File: src/rtl/pst_pkg.sv
package pst_pkg;
  localparam int unsigned PST_NUM_AREGS = 32;
  localparam int unsigned PST_VEC_BITS  = 64;

  typedef enum logic [1:0] {
    BIT_HOLD  = 2'd0,
    BIT_CLEAR = 2'd1,
    BIT_SET   = 2'd2
  } bit_act_t;
endpackage

File: src/rtl/pst_rst_sync.sv
module pst_rst_sync #(
  parameter int unsigned STAGES = 2
) (
  input  logic clk,
  input  logic rst_n_i,
  output logic rst_n_o
);
  logic [STAGES-1:0] sync_q;
  logic [STAGES-1:0] sync_d;

  always_comb begin
    sync_d = {sync_q[STAGES-2:0], 1'b1};
  end

  always_ff @(posedge clk or negedge rst_n_i) begin
    if (!rst_n_i) sync_q <= '0;
    else          sync_q <= sync_d;
  end

  assign rst_n_o = sync_q[STAGES-1];
endmodule

File: src/rtl/pst_index_table.sv
module pst_index_table #(
  parameter int unsigned NUM_AREGS = 32,
  parameter int unsigned IDX_W     = 6,
  localparam int unsigned AREG_W   = $clog2(NUM_AREGS)
) (
  input  logic                 clk,
  input  logic                 rst_n,
  input  logic                 flush_i,
  input  logic                 wr_en_i,
  input  logic [AREG_W-1:0]    wr_reg_i,
  input  logic [IDX_W-1:0]     wr_idx_i,
  input  logic [AREG_W-1:0]    rd0_reg_i,
  input  logic [AREG_W-1:0]    rd1_reg_i,
  output logic                 rd0_vld_o,
  output logic [IDX_W-1:0]     rd0_idx_o,
  output logic                 rd1_vld_o,
  output logic [IDX_W-1:0]     rd1_idx_o,
  output logic [NUM_AREGS-1:0] vld_o
);
  logic [NUM_AREGS-1:0] vld_q;
  logic [NUM_AREGS-1:0] vld_d;
  logic [NUM_AREGS-1:0] ent_we;
  logic [IDX_W-1:0]     idx_q [NUM_AREGS];

  // write decode: a flush suppresses the destination write
  always_comb begin
    for (int e = 0; e < NUM_AREGS; e++) begin
      ent_we[e] = wr_en_i && !flush_i && (wr_reg_i == AREG_W'(e));
    end
  end

  always_comb begin
    if (flush_i) vld_d = '0;
    else         vld_d = vld_q | ent_we;
  end

  always_ff @(posedge clk or negedge rst_n) begin
    if (!rst_n) vld_q <= '0;
    else        vld_q <= vld_d;
  end

  genvar g;
  generate
    for (g = 0; g < NUM_AREGS; g++) begin : g_ent
      always_ff @(posedge clk or negedge rst_n) begin
        if (!rst_n)         idx_q[g] <= '0;
        else if (ent_we[g]) idx_q[g] <= wr_idx_i;
      end
    end
  endgenerate

  // reads see the registered contents: older producer wins over this cycle's write
  assign rd0_vld_o = vld_q[rd0_reg_i];
  assign rd0_idx_o = idx_q[rd0_reg_i];
  assign rd1_vld_o = vld_q[rd1_reg_i];
  assign rd1_idx_o = idx_q[rd1_reg_i];
  assign vld_o     = vld_q;
endmodule

File: src/rtl/pst_clear_decode.sv
module pst_clear_decode #(
  parameter int unsigned VEC_BITS = 64,
  parameter int unsigned IDX_W    = 6,
  parameter int unsigned NREQ     = 3
) (
  input  logic [NREQ-1:0]  req_vld_i,
  input  logic [IDX_W-1:0] req_idx_i [NREQ],
  output logic [VEC_BITS-1:0] clr_mask_o
);
  always_comb begin
    clr_mask_o = '0;
    for (int b = 0; b < VEC_BITS; b++) begin
      for (int r = 0; r < NREQ; r++) begin
        if (req_vld_i[r] && (req_idx_i[r] == IDX_W'(b))) clr_mask_o[b] = 1'b1;
      end
    end
  end
endmodule

File: src/rtl/pst_reexec_vec.sv
module pst_reexec_vec
  import pst_pkg::*;
#(
  parameter int unsigned VEC_BITS = 64,
  parameter int unsigned IDX_W    = 6
) (
  input  logic                clk,
  input  logic                rst_n,
  input  logic                set_en_i,
  input  logic [IDX_W-1:0]    set_idx_i,
  input  logic [VEC_BITS-1:0] clr_mask_i,
  input  logic [IDX_W-1:0]    qry_idx_i,
  output logic                qry_bit_o,
  output logic [VEC_BITS-1:0] bits_o
);
  bit_act_t            act [VEC_BITS];
  logic [VEC_BITS-1:0] bits_q;

  // per-bit action; set takes priority over clear
  always_comb begin
    for (int b = 0; b < VEC_BITS; b++) begin
      if (set_en_i && (set_idx_i == IDX_W'(b))) act[b] = BIT_SET;
      else if (clr_mask_i[b])                   act[b] = BIT_CLEAR;
      else                                      act[b] = BIT_HOLD;
    end
  end

  genvar g;
  generate
    for (g = 0; g < VEC_BITS; g++) begin : g_bit
      logic bit_en;
      logic bit_d;
      always_comb begin
        bit_en = (act[g] != BIT_HOLD);
        bit_d  = (act[g] == BIT_SET);
      end
      always_ff @(posedge clk or negedge rst_n) begin
        if (!rst_n)      bits_q[g] <= 1'b0;
        else if (bit_en) bits_q[g] <= bit_d;
      end
    end
  endgenerate

  assign qry_bit_o = bits_q[qry_idx_i];
  assign bits_o    = bits_q;
endmodule

File: src/rtl/prod_suppress_table.sv
module prod_suppress_table
  import pst_pkg::*;
#(
  parameter int unsigned NUM_AREGS = PST_NUM_AREGS,
  parameter int unsigned VEC_BITS  = PST_VEC_BITS,
  localparam int unsigned AREG_W   = $clog2(NUM_AREGS),
  localparam int unsigned IDX_W    = $clog2(VEC_BITS)
) (
  input  logic              clk,
  input  logic              rst_n,
  input  logic              flush_i,
  input  logic              alloc_vld_i,
  input  logic [IDX_W-1:0]  alloc_idx_i,
  input  logic              cmt_vld_i,
  input  logic [IDX_W-1:0]  cmt_idx_i,
  input  logic              cmt_val_ok_i,
  input  logic              cmt_dst_vld_i,
  input  logic [AREG_W-1:0] cmt_dst_i,
  input  logic              cmt_src0_vld_i,
  input  logic [AREG_W-1:0] cmt_src0_i,
  input  logic              cmt_src1_vld_i,
  input  logic [AREG_W-1:0] cmt_src1_i,
  input  logic [IDX_W-1:0]  qry_idx_i,
  output logic              qry_bit_o
);
  localparam int unsigned NREQ = 3;

  logic                 rst_sync_n;
  logic                 p0_vld, p1_vld;
  logic [IDX_W-1:0]     p0_idx, p1_idx;
  logic [NUM_AREGS-1:0] tbl_vld;
  logic                 cmt_ok;
  logic                 tbl_we;
  logic [NREQ-1:0]      clr_vld;
  logic [IDX_W-1:0]     clr_idx [NREQ];
  logic [VEC_BITS-1:0]  clr_mask;
  logic [VEC_BITS-1:0]  reexec_q;

  pst_rst_sync #(.STAGES(2)) u_rst_sync (
    .clk     (clk),
    .rst_n_i (rst_n),
    .rst_n_o (rst_sync_n)
  );

  always_comb begin
    cmt_ok     = cmt_vld_i && cmt_val_ok_i;
    tbl_we     = cmt_vld_i && cmt_dst_vld_i;
    clr_vld[0] = cmt_ok;
    clr_idx[0] = cmt_idx_i;
    clr_vld[1] = cmt_ok && cmt_src0_vld_i && p0_vld;
    clr_idx[1] = p0_idx;
    clr_vld[2] = cmt_ok && cmt_src1_vld_i && p1_vld;
    clr_idx[2] = p1_idx;
  end

  pst_index_table #(.NUM_AREGS(NUM_AREGS), .IDX_W(IDX_W)) u_table (
    .clk       (clk),
    .rst_n     (rst_sync_n),
    .flush_i   (flush_i),
    .wr_en_i   (tbl_we),
    .wr_reg_i  (cmt_dst_i),
    .wr_idx_i  (cmt_idx_i),
    .rd0_reg_i (cmt_src0_i),
    .rd1_reg_i (cmt_src1_i),
    .rd0_vld_o (p0_vld),
    .rd0_idx_o (p0_idx),
    .rd1_vld_o (p1_vld),
    .rd1_idx_o (p1_idx),
    .vld_o     (tbl_vld)
  );

  pst_clear_decode #(.VEC_BITS(VEC_BITS), .IDX_W(IDX_W), .NREQ(NREQ)) u_clr (
    .req_vld_i  (clr_vld),
    .req_idx_i  (clr_idx),
    .clr_mask_o (clr_mask)
  );

  pst_reexec_vec #(.VEC_BITS(VEC_BITS), .IDX_W(IDX_W)) u_vec (
    .clk        (clk),
    .rst_n      (rst_sync_n),
    .set_en_i   (alloc_vld_i),
    .set_idx_i  (alloc_idx_i),
    .clr_mask_i (clr_mask),
    .qry_idx_i  (qry_idx_i),
    .qry_bit_o  (qry_bit_o),
    .bits_o     (reexec_q)
  );
endmodule

File: config.mk
export PLATFORM = sky130hd
export DESIGN_NAME = prod_suppress_table
export DESIGN_NICKNAME = d
export VERILOG_FILES = /design/src/rtl/pst_pkg.sv /design/src/rtl/pst_rst_sync.sv /design/src/rtl/pst_index_table.sv /design/src/rtl/pst_clear_decode.sv /design/src/rtl/pst_reexec_vec.sv /design/src/rtl/prod_suppress_table.sv
export SDC_FILE = /design/constraint.sdc
export NUM_CORES = 1
export LEC_CHECK = 0
export ABC_CLOCK_PERIOD_IN_PS = 13000
export BUFFER_PORTS_ARGS = -buffer_cell sky130_fd_sc_hd__buf_2
export CELL_PAD_IN_SITES_DETAIL_PLACEMENT = 1
export CELL_PAD_IN_SITES_GLOBAL_PLACEMENT = 2
export CORE_AREA = 4 4 190 192
export CTS_BUF_LIST = sky130_fd_sc_hd__clkbuf_16
export CTS_CLUSTER_DIAMETER = 80
export DETAILED_ROUTE_END_ITERATION = 8
export DIE_AREA = 0 0 194 196
export MAX_ROUTING_LAYER = met4
export PLACE_DENSITY = 0.88
export SYNTH_ARGS = -nofsm -noshare
export SYNTH_HDL_FRONTEND = slang
export SYNTH_SLANG_ARGS = --single-unit
File: constraint.sdc
create_clock -name clk -period 13 [get_ports clk]
set_input_delay 1.95 -clock clk [delete_from_list [all_inputs] [get_ports clk]]
set_output_delay 1.95 -clock clk [all_outputs]
set_load 0.02 [all_outputs]
Yosys cells after proc, flatten, opt, wreduce, memory -nomap -nowiden
Cells that the tools add are included. W data, S select, Z words.

Add/sub/neg operators: 0. Multipliers: 0. Div/mod/pow operators: 0. Order comparisons: 5. Equal/unequal tests: 347. Shift-type cells: 0. Muxes and demuxes: 333. Bitwise logic cells: 3. Reductions and logical operators: 365.

Operator list (count): $eq A6 B6 Y1 const B (128); $eq A6 B5 Y1 const B (64); $logic_and A1 B1 Y1 (295); $mux W1 (259); $eq A6 B4 Y1 const B (32); $eq A2 B2 Y1 const B (64); $mux W2 (64); $reduce_bool A2 Y1 (64); $eq A6 B3 Y1 const B (16); $eq A5 B5 Y1 const B (16); $bmux W6 S5 (2); $eq A6 B2 Y1 const B (8); $eq A5 B4 Y1 const B (8); $mux W32 (1); $or A32 B32 Y32 (1); $eq A6 B1 Y1 const B (4); $logic_not A6 Y1 (4); $mux W6 (4); $eq A5 B3 Y1 const B (4); $ge A6 B6 Y1 const B (2); $lt A5 B6 Y1 const B (2); $not A5 Y6 (2); $bmux W1 S5 (2); $eq A5 B2 Y1 const B (2); 5 further kinds (5).

Register bits: 290. Latch bits: 0. Memory bits (writable): 0. ROM bits: 0. Input bits: 42. Output and inout port bits: 1. Logic and storage cells: 1151. Memories kept: 0.

Longest topological paths before layout
Gate-level depths: netlist of the first run.

Depth in word-level cells: 11. Depth in mapped cells: 11. Mapped depth without buffers: 7.

By module
Synthesis of the first run repeated with hierarchy kept, for this count alone.

Cells, all modules: 1303. Area total of the unflattened synthesis: 17055.1 µm².

By module, submodules not included: pst_index_table (instances 1, cells each 747, area an instance 12067.8 µm²); pst_reexec_vec (instances 1, cells each 265, area an instance 2950.3 µm²); pst_clear_decode (instances 1, cells each 284, area an instance 1950.6 µm²); pst_rst_sync (instances 1, cells each 3, area an instance 53.8 µm²); prod_suppress_table (instances 1, cells each 4, area an instance 32.5 µm²).

Least setup slack after synthesis of the first run
No wires, ideal clock.

Kind: input port to output port. From: input port qry_idx_i[0]. To: output port qry_bit_o. Arrival time: 4.186 ns. Required time: 11.050 ns. Slack: 6.864 ns. Stages: 5. Cells stage by stage: clkbuf_1 -> buf_2 -> mux4_2 -> mux4_2 -> mux4_2.

Cells in the longest elaborated chain, start to end: 2.

RTL lines: start: declaration (RTL line prod_suppress_table.sv:23) `input logic [IDX_W-1:0] qry_idx_i,`; $bmux W1 S6 (RTL line pst_reexec_vec.sv:44) `assign qry_bit_o = bits_q[qry_idx_i];`; $mux W1 (not written as such) (RTL line pst_reexec_vec.sv:44); end: declaration (RTL line prod_suppress_table.sv:24) `output logic qry_bit_o`.

Every way passes these cells. The select of a mux whose other input is x is not followed.

Final worst setup path of the first run
Same ends and word-level chain as after synthesis.

==> flow_metrics.tcl, run 1 <==
set metrics [dict create \
    rows 68 \
    p_int_mw 1.77 \
    postSynthCellCount 1332 \
    cts-root-buf "clkbuf_16" \
    drive_gt1_share_pct 31.5 \
    num_vias 12613 \
    core_area_mm2 0.0344 \
    seqPwrFrac_pct 43.6 \
    ir_drop_uv 112 \
    numPortBuffers 42 \
    slew_violations 0 \
    worstSetupStartpointType "input pin" \
    cts_setup_buffers 0 \
    setup_violations 0 \
    hold_buffers 0 \
    finalCritPeriodShare_pct 46.5 \
    syn_avg_cell_area_um2 12.3 \
    die_h_um 196 \
    yosysWarnings 0 \
    tightest_slew_ns 1.35 \
    dpl_worst_slack_ns 6.94 \
    die_area_mm2 0.0380 \
    ios 43 \
    synth.top_cell.area_share_pct 44.4 \
    rsz0062_at_grt "false" \
    p_leak_nw 7.67 \
    relSlewSlack_pct 9.99 \
    cts_buffers 35 \
    ys_top_cells_by_area "dfrtp_1 44%, mux2_2 14%, mux4_2 13%" \
    fillers 3518 \
    drtIter0Drc 1370 \
    synthFlopType "dfrtp_1" \
    drc 0 \
    firstDrtPassIters 5 \
    grt_first_pass_wirelength_um 86700 \
    cts_tree "done" \
    grt_pass1_vias 13332 \
    gp_congestion 0.969 \
    max_freq_mhz 166 \
    swShare_pct 28.5 \
    wl_um 56400 \
    dp_hpwl_um 36900 \
    cts_sinks 290 \
    grt_usage_pct 30.2 \
    cp.arrival_ns 4.09 \
    antenna_left 0 \
    synth_top_area_cell "dfrtp_1" \
    asyncSetResetFlopFracSynth_pct 100 \
    min_path_type "flop to flop" \
    wl_per_cell_um 31.3 \
    p_switching_uw 707 \
    setup-tns-final_ns 0 \
    htree_levels 2 \
    grt_max_degree 176 \
    syn_area_mm2 0.0163 \
    synth_common_cells "290 x dfrtp_1, 196 x mux2_2, 119 x nor2_1, 105 x mux2i_1, 95 x mux4_2" \
    placed_cells 1737 \
    cts_buffer_depth 3 \
    path_class "input pin to primary output" \
    final_util_pct 52.1 \
    synth.most_common_cell "dfrtp_1" \
    fp.dieW_um 194 \
    power.total_mw 2.48 \
    syn2layout_area_growth_pct 9.66 \
    clk_pin_slew_ns 0.06 \
    antenna_found_initial 1 \
    power_frac_comb_pct 15.5 \
    fin_crit_ns 6.04 \
    fin_skew_ns 0.0318 \
    critPathMaxFanout 16 \
    start_util_pct 47.5 \
    stdcell_count 1802 \
    power_density_mw_per_mm2 139 \
    hold_viol 0 \
    post_cts_resize_count 0 \
    synth-edff-count 0 \
    status "completed" \
    p_clk_share_pct 40.9 \
    grt-ovfl-total 0 \
    ys_seq_area_share_pct 44.4 \
    crit_required_ns 11.05 \
    setup_slack_ns 6.96 \
    synth_seq_cells 290 \
    nets 1361 \
    synth_fp_nets 1374 \
    routed_via_density 7.00 \
    insertion_delay_ns 0.55 \
    synth_cell_type_count 52 \
    drv_cap 0 \
    end_kind "primary output" \
]
kinds of logic after synthesis:
| kind of cell | count (synthesis) | synth area share (%) |
|---|---|---|
| other cells | 1 | 0.0230 |
| simple gates | 295 | 9.07 |
| flops | 290 | 44.4 |
| buf+inv | 125 | 3.46 |
| compound gates | 223 | 9.72 |
| mux | 398 | 33.3 |
worst max-delay path: stages:
cell and delay (ns):
buf_2 0.42, mux4_2 0.62, mux4_2 0.48, mux4_2 0.45
buf_2 0.17
layout by cell type, fill, tap and decap left out, types with 3 or more instances in the layout:
cell,n
nand2b_1,5
nor2_4,5
nor2b_1,17
clkinvlp_4,3
buf_2,40
nand3b_1,5
dfrtp_1,289
a21oi_1,39
nor4_2,4
nor2_1,119
nand3_1,27
bufinv_16,5
inv_1,25
nand2_1,57
clkinv_2,6
mux2i_1,105
buf_4,12
nor3_1,3
o221ai_1,64
o22ai_1,64
mux2_2,196
nand2_2,4
clkinv_1,8
nand4_1,21
or3_1,3
clkbuf_16,36
or4_1,5
o211ai_1,3
a211oi_1,3
mux4_2,95
nand3_2,6
a22oi_1,42
worst paths after layout:
| kind | from | to | slack [ns] | cells past startpoint |
|---|---|---|---|---|
| min in group asynchronous | u_rst_sync.sync_q[1]$_DFF_PN0_ | u_table.idx_q[26]$_DFFE_PN0P_ | 0.42 | 0 |
| hold / removal | u_rst_sync.sync_q[0]$_DFF_PN0_ | u_rst_sync.sync_q[1]$_DFF_PN0_ | 0.36 | 0 |
| max in group asynchronous | u_rst_sync.sync_q[1]$_DFF_PN0_ | u_table.idx_q[188]$_DFFE_PN0P_ | 10.38 | 2 |
| hold reg to reg | u_rst_sync.sync_q[0]$_DFF_PN0_ | u_rst_sync.sync_q[1]$_DFF_PN0_ | 0.36 | 0 |
| setup / recovery | qry_idx_i[0] | qry_bit_o | 6.96 | 5 |
| setup reg to reg | u_table.idx_q[10]$_DFFE_PN0P_ | u_vec.bits_o[21]$_DFFE_PN0P_ | 9.79 | 7 |
per-stage QoR:
step                      hold slack (ns)  cell area, um^2
final                               0.358            17900
after global routing                0.371            17900
after CTS                           0.362            17900
after detailed placement            0.349            16700
after global placement              0.341            16700
after floorplan                     0.331            16300
power by group through the flow:
| stage | clock [mW] | combinational, mW | sequential (mW) |
|---|---|---|---|
| floorplan | 0 | 0.274 | 1.06 |
| global placement | 0 | 0.361 | 1.09 |
| detailed placement | 0 | 0.378 | 1.09 |
| CTS | 1.03 | 0.381 | 1.08 |
| global route | 1.07 | 0.411 | 1.09 |
| finish | 1.02 | 0.384 | 1.08 |
sequential cells by signal (all words and copies together) (netlist names):
signal and count:
u_table.vld_o 32, u_vec.bits_o 64, u_table.idx_q 192, u_rst_sync.sync_q 2
metal layers:
layer | share of wire (%) | vias to the layer above | wire length (um) | track usage (%)
met5 | 0 | - | 0 | -
met4 | 3.5 | 0 | 1950 | 9.61
met3 | 7.2 | 169 | 4040 | 5.39
met2 | 47 | 583 | 26600 | 47.3
met1 | 42 | 6733 | 23800 | 40.6
li1 | - | 5128 | - | -
layout make-up:
class,count,area (um^2),area share [%]
antenna,1,2.50,0.0140
multi-input combinational,917,8510,47.5
sequential,290,7260,40.5
inverter,22,82.6,0.461
clock inverter,28,273,1.52
tap,455,569,3.18
clock buffer,36,901,5.03
timing repair buffer,53,310,1.73
(Power assumes the default switching activity.)
==> inputs of run 2 (changes only) <==
--- a/config.mk
+++ b/config.mk
@@ -5,17 +5,18 @@
 export SDC_FILE = /design/constraint.sdc
 export NUM_CORES = 1
 export LEC_CHECK = 0
-export ABC_CLOCK_PERIOD_IN_PS = 13000
+export ABC_AREA = 1
+export ABC_CLOCK_PERIOD_IN_PS = 6240
 export BUFFER_PORTS_ARGS = -buffer_cell sky130_fd_sc_hd__buf_2
 export CELL_PAD_IN_SITES_DETAIL_PLACEMENT = 1
 export CELL_PAD_IN_SITES_GLOBAL_PLACEMENT = 2
-export CORE_AREA = 4 4 190 192
+export CORE_AREA = 4 4 228 230
 export CTS_BUF_LIST = sky130_fd_sc_hd__clkbuf_16
 export CTS_CLUSTER_DIAMETER = 80
 export DETAILED_ROUTE_END_ITERATION = 8
-export DIE_AREA = 0 0 194 196
+export DIE_AREA = 0 0 232 234
 export MAX_ROUTING_LAYER = met4
-export PLACE_DENSITY = 0.88
+export PLACE_DENSITY = 0.83
 export SYNTH_ARGS = -nofsm -noshare
 export SYNTH_HDL_FRONTEND = slang
 export SYNTH_SLANG_ARGS = --single-unit
==> constraint.sdc (replaced) <==
create_clock -name clk -period 6.24 [get_ports clk]
set_input_delay 0.936 -clock clk [delete_from_list [all_inputs] [get_ports clk]]
set_output_delay 0.936 -clock clk [all_outputs]
set_load 0.02 [all_outputs]
==> run 2 against run 1 <==
Effect of this change: final cell count is 82% higher; via count is 46% higher; area after synthesis is 9.1% higher; clock skew is 0.0080 ns lower; first-iteration DRC count is 23% higher; global-route usage is 2.6 points lower; clock-buffer cell count is 3 higher; wire length is 30% higher; design area is 7.7% higher.
==> flow_metrics.tcl, run 2 <==
set metrics [dict create \
    drive_gt1_share_pct 7.09 \
    gp_congestion 0.904 \
    ios 43 \
    grt_first_pass_wirelength_um 113000 \
    yosysWarnings 0 \
    firstDrtPassIters 8 \
    p_leak_nw 8.59 \
    r2r_setup_slack_ns 3.90 \
    syn_area_mm2 0.0178 \
    hold_buffers 0 \
    antenna_found_initial 4 \
    register_area_mm2 0.00726 \
    setup-tns-final_ns 0 \
    cts_tree "done" \
    final_util_pct 38.7 \
    fillers 6466 \
    num_vias 18390 \
    placed_cells 3215 \
    min_path_type "input pin to async pin" \
    htree_levels 2 \
    max_freq_mhz 232 \
    fp.dieW_um 232 \
    regMostFlops "u_table.idx_q" \
    synth_top_area_cell "dfrtp_1" \
    synthFlopType "dfrtp_1" \
    power_density_mw_per_mm2 267 \
    wl_um 73300 \
    syn_avg_cell_area_um2 6.71 \
    numPortBuffers 42 \
    drtIter0Drc 1687 \
    tightest_slew_ns 1.18 \
    post_cts_resize_count 0 \
    postSynthCellCount 2653 \
    finalCritPeriodShare_pct 69.1 \
    synth_fp_nets 2695 \
    hold_viol 0 \
    clk_pin_slew_ns 0.05 \
    largest_register_ffs 192 \
    wl_per_cell_um 22.3 \
    end_kind "primary output" \
    synth_common_cells "1138 x nand2_1, 427 x nand3_1, 290 x dfrtp_1, 241 x o21ai_0, 96 x inv_1" \
    crit_required_ns 5.30 \
    grt_usage_pct 27.6 \
    insertion_delay_ns 0.58 \
    mostFrequentLayoutCells "1138 x nand2_1, 427 x nand3_1, 289 x dfrtp_1" \
    fin_crit_ns 4.31 \
    layout_commonest_cell "nand2_1" \
    drc 0 \
    synth_seq_cells 290 \
    grt_max_degree 138 \
    ys_seq_area_share_pct 40.7 \
    synth-edff-count 0 \
    drv_cap 0 \
    ys_top_cells_by_area "dfrtp_1 41%, nand2_1 24%, nand3_1 12%" \
    die_area_mm2 0.0543 \
    slew_violations 0 \
    path_class "input pin to primary output" \
    path_cells "buf_2 -> inv_1 -> nor2_1 -> o21ai_0 -> o21ai_0 -> o221ai_1 -> nand3_1 -> nand2_1 -> buf_2" \
    ir_drop_uv 191 \
    stdcell_count 3286 \
    slowest_delay_ns 0.70 \
    cts_sinks 290 \
    asyncSetResetFlopFracSynth_pct 100 \
    setup_violations 0 \
    antenna_left 0 \
    synth.most_common_cell "nand2_1" \
    relSlewSlack_pct 21.4 \
    synth.top_cell.area_share_pct 40.7 \
    die_h_um 234 \
    syn2layout_area_growth_pct 8.30 \
    worstSetupStartpointType "input pin" \
    rows 82 \
    cts-root-buf "clkbuf_16" \
    critPathMaxFanout 49 \
    synth_cell_type_count 31 \
    grt-ovfl-total 0 \
    start_util_pct 35.7 \
    cts_setup_buffers 0 \
    nets 2625 \
    cp_slowest_cell "buf_2" \
    status "completed" \
    routed_via_density 5.60 \
    cts_buffers 38 \
    cp.arrival_ns 3.38 \
    rsz0062_at_grt "false" \
    core_area_mm2 0.0499 \
    grt_pass1_vias 18818 \
    multi_input_area_mm2 0.00922 \
    fin_skew_ns 0.0238 \
    cts_buffer_depth 3 \
    dp_hpwl_um 46400 \
]
[run 2: cell count changes after synthesis, moves of 95 or more]
cell	before	now
mux4_2	95	0
nand3_1	27	427
o21ai_0	0	241
mux2i_1	105	0
nand2_1	57	1138
mux2_2	196	0
[run 2: cell type report]
| type | count | area share, % |
|---|---|---|
| Antenna cell | 4 | 0.0519 |
| Clock buffer | 39 | 5.06 |
| Clock inverter | 28 | 0.876 |
| Inverter | 102 | 2.02 |
| Multi-Input combinational cell | 2087 | 47.8 |
| Sequential cell | 290 | 37.6 |
| Tap cell | 672 | 4.36 |
| Timing Repair Buffer | 64 | 2.23 |
[run 2: stage by stage]
stage | cell area [um^2] | hold slack (ns) | setup WS, ns | power, mW
after global routing | 19300 | 0.133 | 1.74 | 5.39
after floorplan | 17800 | 0.331 | 1.49 | 2.78
after global placement | 18100 | 0.276 | 2.02 | 3.04
final | 19300 | 0.139 | 1.93 | 5.15
after CTS | 19300 | 0.121 | 2.04 | 5.18
after detailed placement | 18100 | 0.270 | 1.97 | 3.08
[run 2: path summary, 6_finish.rpt]
check                                                from                        endpoint  cells after the start
setup reg to reg              u_table.vld_o[14]$_DFF_PN0_     u_vec.bits_o[8]$_DFFE_PN0P_                     11
min in group clk           u_rst_sync.sync_q[0]$_DFF_PN0_  u_rst_sync.sync_q[1]$_DFF_PN0_                      0
setup / recovery                             qry_idx_i[0]                       qry_bit_o                      9
hold reg to reg            u_rst_sync.sync_q[1]$_DFF_PN0_    u_vec.bits_o[54]$_DFFE_PN0P_                      0
hold / removal                                      rst_n  u_rst_sync.sync_q[1]$_DFF_PN0_                      1
max in group asynchronous  u_rst_sync.sync_q[1]$_DFF_PN0_  u_table.idx_q[138]$_DFFE_PN0P_                      1
[run 2: critical path: cells and delay by family]
kind            cells  cell delay [ns]
buf+inv             3             1.44
simple gates        3             0.38
compound gates      3             0.58
[run 2: kinds of logic (layout without fill, tap and decap cells)]
| logic type | after synthesis | count (layout) | synth area share [%] |
|---|---|---|---|
| buffers and inverters | 276 | 233 | 7.68 |
| DFF | 290 | 290 | 40.7 |
| and+or+nand+nor | 1717 | 1717 | 40.4 |
| other | 1 | 5 | 0.0211 |
| AOI/OAI and AO/OA | 369 | 369 | 11.2 |
[run 2: power by group]
part           switching, mW  leakage (nW)  internal (mW)  total (mW)
clock network          0.913         0.596           1.18        2.09
registers              0.130          3.85           2.06        2.19
logic                  0.601          4.15          0.265       0.866
total                   1.64          8.59           3.50        5.15
[run 2: layer usage]
| metal | routed length (um) | track usage (%) |
|---|---|---|
| met5 | 0 | - |
| met2 | 32800 | 42.5 |
| met3 | 4760 | 4.54 |
| met1 | 33300 | 37.2 |
| met4 | 2500 | 9.58 |
==> inputs of run 3 (changes only) <==
--- a/config.mk
+++ b/config.mk
@@ -6,7 +6,7 @@
 export NUM_CORES = 1
 export LEC_CHECK = 0
 export ABC_AREA = 1
-export ABC_CLOCK_PERIOD_IN_PS = 6240
+export ABC_CLOCK_PERIOD_IN_PS = 4400
 export BUFFER_PORTS_ARGS = -buffer_cell sky130_fd_sc_hd__buf_2
 export CELL_PAD_IN_SITES_DETAIL_PLACEMENT = 1
 export CELL_PAD_IN_SITES_GLOBAL_PLACEMENT = 2
==> constraint.sdc (replaced) <==
create_clock -name clk -period 4.4 [get_ports clk]
set_input_delay 0.66 -clock clk [delete_from_list [all_inputs] [get_ports clk]]
set_output_delay 0.66 -clock clk [all_outputs]
set_load 0.02 [all_outputs]
==> run 3 against run 2 <==
Effect of this change: clock-buffer cell count stayed put; final cell count up 0.58%; design area up 1.3%; via count rose by 0.21%; clock skew decreased by 0.0030 ns; hold slack improved by 0.21 ns; core utilization grew 0.50 points; first-iteration DRC count grew 3.9%; flip-flop and latch count is the same; die area stayed put; sequential power grew 42%.
==> flow_metrics.tcl, run 3 (synthesized netlist as in run 2, its figures left out) <==
set metrics [dict create \
    cts_buffers 37 \
    die_h_um 234 \
    placed_cells 3235 \
    routed_via_density 5.58 \
    mostFrequentLayoutCells "1138 x nand2_1, 427 x nand3_1, 289 x dfrtp_1" \
    wl_per_cell_um 22.2 \
    swShare_pct 30.8 \
    largest_register_ffs 192 \
    grt_max_degree 115 \
    p_leak_nw 8.73 \
    clk_pin_slew_ns 0.05 \
    fin_crit_ns 3.25 \
    seqPwrFrac_pct 41.9 \
    regMostFlops "u_table.idx_q" \
    drive_gt1_share_pct 7.76 \
    power_frac_comb_pct 16.6 \
    rr_startpoint "u_table.idx_q[47]$_DFFE_PN0P_" \
    cts-root-buf "clkbuf_16" \
    die_area_mm2 0.0543 \
    power.total_mw 7.43 \
    stdcell_count 3305 \
    rsz0062_at_grt "false" \
    insertion_delay_ns 0.56 \
    antenna_found_initial 4 \
    max_freq_mhz 308 \
    r2r_setup_slack_ns 2.14 \
    firstDrtPassIters 5 \
    setup_violations 0 \
    slew_violations 0 \
    dpl_cell_area_mm2 0.0183 \
    critPathMaxFanout 38 \
    start_util_pct 35.7 \
    grt_pass1_vias 18937 \
    path_class "input pin to primary output" \
    rr_worst_depth 13 \
    drtIter0Drc 1753 \
    core_area_mm2 0.0499 \
    gp_congestion 0.888 \
    startpoint "qry_idx_i[0]" \
    antenna_left 0 \
    crit_required_ns 3.74 \
    grt-ovfl-total 0 \
    finalCritPeriodShare_pct 73.8 \
    num_vias 18429 \
    r2r_end "u_vec.bits_o[55]$_DFFE_PN0P_" \
    fp.dieW_um 232 \
    nets 2645 \
    cts_buffer_depth 3 \
    p_switching_mw 2.29 \
    drc 0 \
    fin_skew_ns 0.0207 \
    grt_first_pass_wirelength_um 114000 \
    relSlewSlack_pct 27.0 \
    grt_usage_pct 27.8 \
    p_clk_share_pct 41.5 \
    dpl_worst_slack_ns 1.15 \
    cts_sinks 290 \
    rows 82 \
    dp_hpwl_um 47000 \
    syn2layout_area_growth_pct 9.69 \
    tightest_slew_ns 1.09 \
    htree_levels 2 \
    numPortBuffers 42 \
    ios 43 \
    layout_commonest_cell "nand2_1" \
    cp.arrival_ns 2.59 \
    ir_drop_uv 256 \
    fillers 6459 \
    drv_cap 0 \
    setup-tns-final_ns 0 \
    crit_path_end "qry_bit_o" \
    wl_um 73500 \
    fin_area_mm2 0.0195 \
    cts_setup_buffers 0 \
    cts_tree "done" \
    end_kind "primary output" \
    hold_viol 0 \
    setup_slack_ns 1.15 \
    min_path_type "flop to flop" \
    power_density_mw_per_mm2 380 \
    worstSetupStartpointType "input pin" \
    status "completed" \
    p_int_mw 5.14 \
]
-- run 3: power by group through the flow --
| stage | clock, mW | sequential [mW] | combinational (mW) |
|---|---|---|---|
| final | 3.08 | 3.11 | 1.23 |
| after global routing | 3.25 | 3.14 | 1.38 |
| after CTS | 3.14 | 3.11 | 1.23 |
| after detailed placement | 0 | 3.15 | 1.22 |
| after global placement | 0 | 3.14 | 1.18 |
| after floorplan | 0 | 3.12 | 0.823 |
-- run 3: critical path, cell delays in order --
cell and delay [ns]:
buf_2 0.21, buf_4 0.42, o21ai_0 0.14, o21ai_0 0.46, o21ai_0 0.15, o221ai_1 0.19
nand3_1 0.09, nand2_1 0.07, buf_2 0.16
-- run 3: metal layers --
metal  global-route usage [%]  routed length, um  vias to the layer above
li1                         -                  -                     8486
met3                     4.88               4750                      132
met4                     8.11               2130                        0
met2                     42.6              33000                      576
met5                        -                  0                        -
met1                     38.1              33700                     9235
-- run 3: worst min path at each step --
stage	start	endpoint	slack, ns	depth (start not counted)
after floorplan	u_rst_sync.sync_q[0]$_DFF_PN0_	u_rst_sync.sync_q[1]$_DFF_PN0_	0.33	0
after global placement	u_rst_sync.sync_q[0]$_DFF_PN0_	u_rst_sync.sync_q[1]$_DFF_PN0_	0.34	0
after detailed placement	u_rst_sync.sync_q[0]$_DFF_PN0_	u_rst_sync.sync_q[1]$_DFF_PN0_	0.34	0
after CTS	u_rst_sync.sync_q[0]$_DFF_PN0_	u_rst_sync.sync_q[1]$_DFF_PN0_	0.35	0
after global routing	u_rst_sync.sync_q[0]$_DFF_PN0_	u_rst_sync.sync_q[1]$_DFF_PN0_	0.37	0
final	u_rst_sync.sync_q[0]$_DFF_PN0_	u_rst_sync.sync_q[1]$_DFF_PN0_	0.35	0
-- run 3: what timing repair did --
item / in CTS / in global routing
setup endpoints to repair: 0 / 0
hold buffers: 1 / 0
resized for setup: 0 / 0
hold endpoints to repair: 2 / 0
-- run 3: area by class of cell --
type | count | area, um^2 | area share (%)
sequential | 290 | 7260 | 37.2
antenna | 4 | 10.0 | 0.0512
inverter | 102 | 387 | 1.98
clock inverter | 26 | 215 | 1.10
tap | 672 | 841 | 4.30
multi-input combinational | 2087 | 9210 | 47.1
clock buffer | 39 | 976 | 4.99
timing repair buffer | 85 | 641 | 3.28
-- run 3: per-stage QoR --
stage / util, % / hold WS (ns)
after floorplan: - / 0.331
after global placement: 36.8 / 0.337
after detailed placement: 36.8 / 0.337
after CTS: 39.2 / 0.350
after global routing: 39.2 / 0.366
final: 39.2 / 0.347
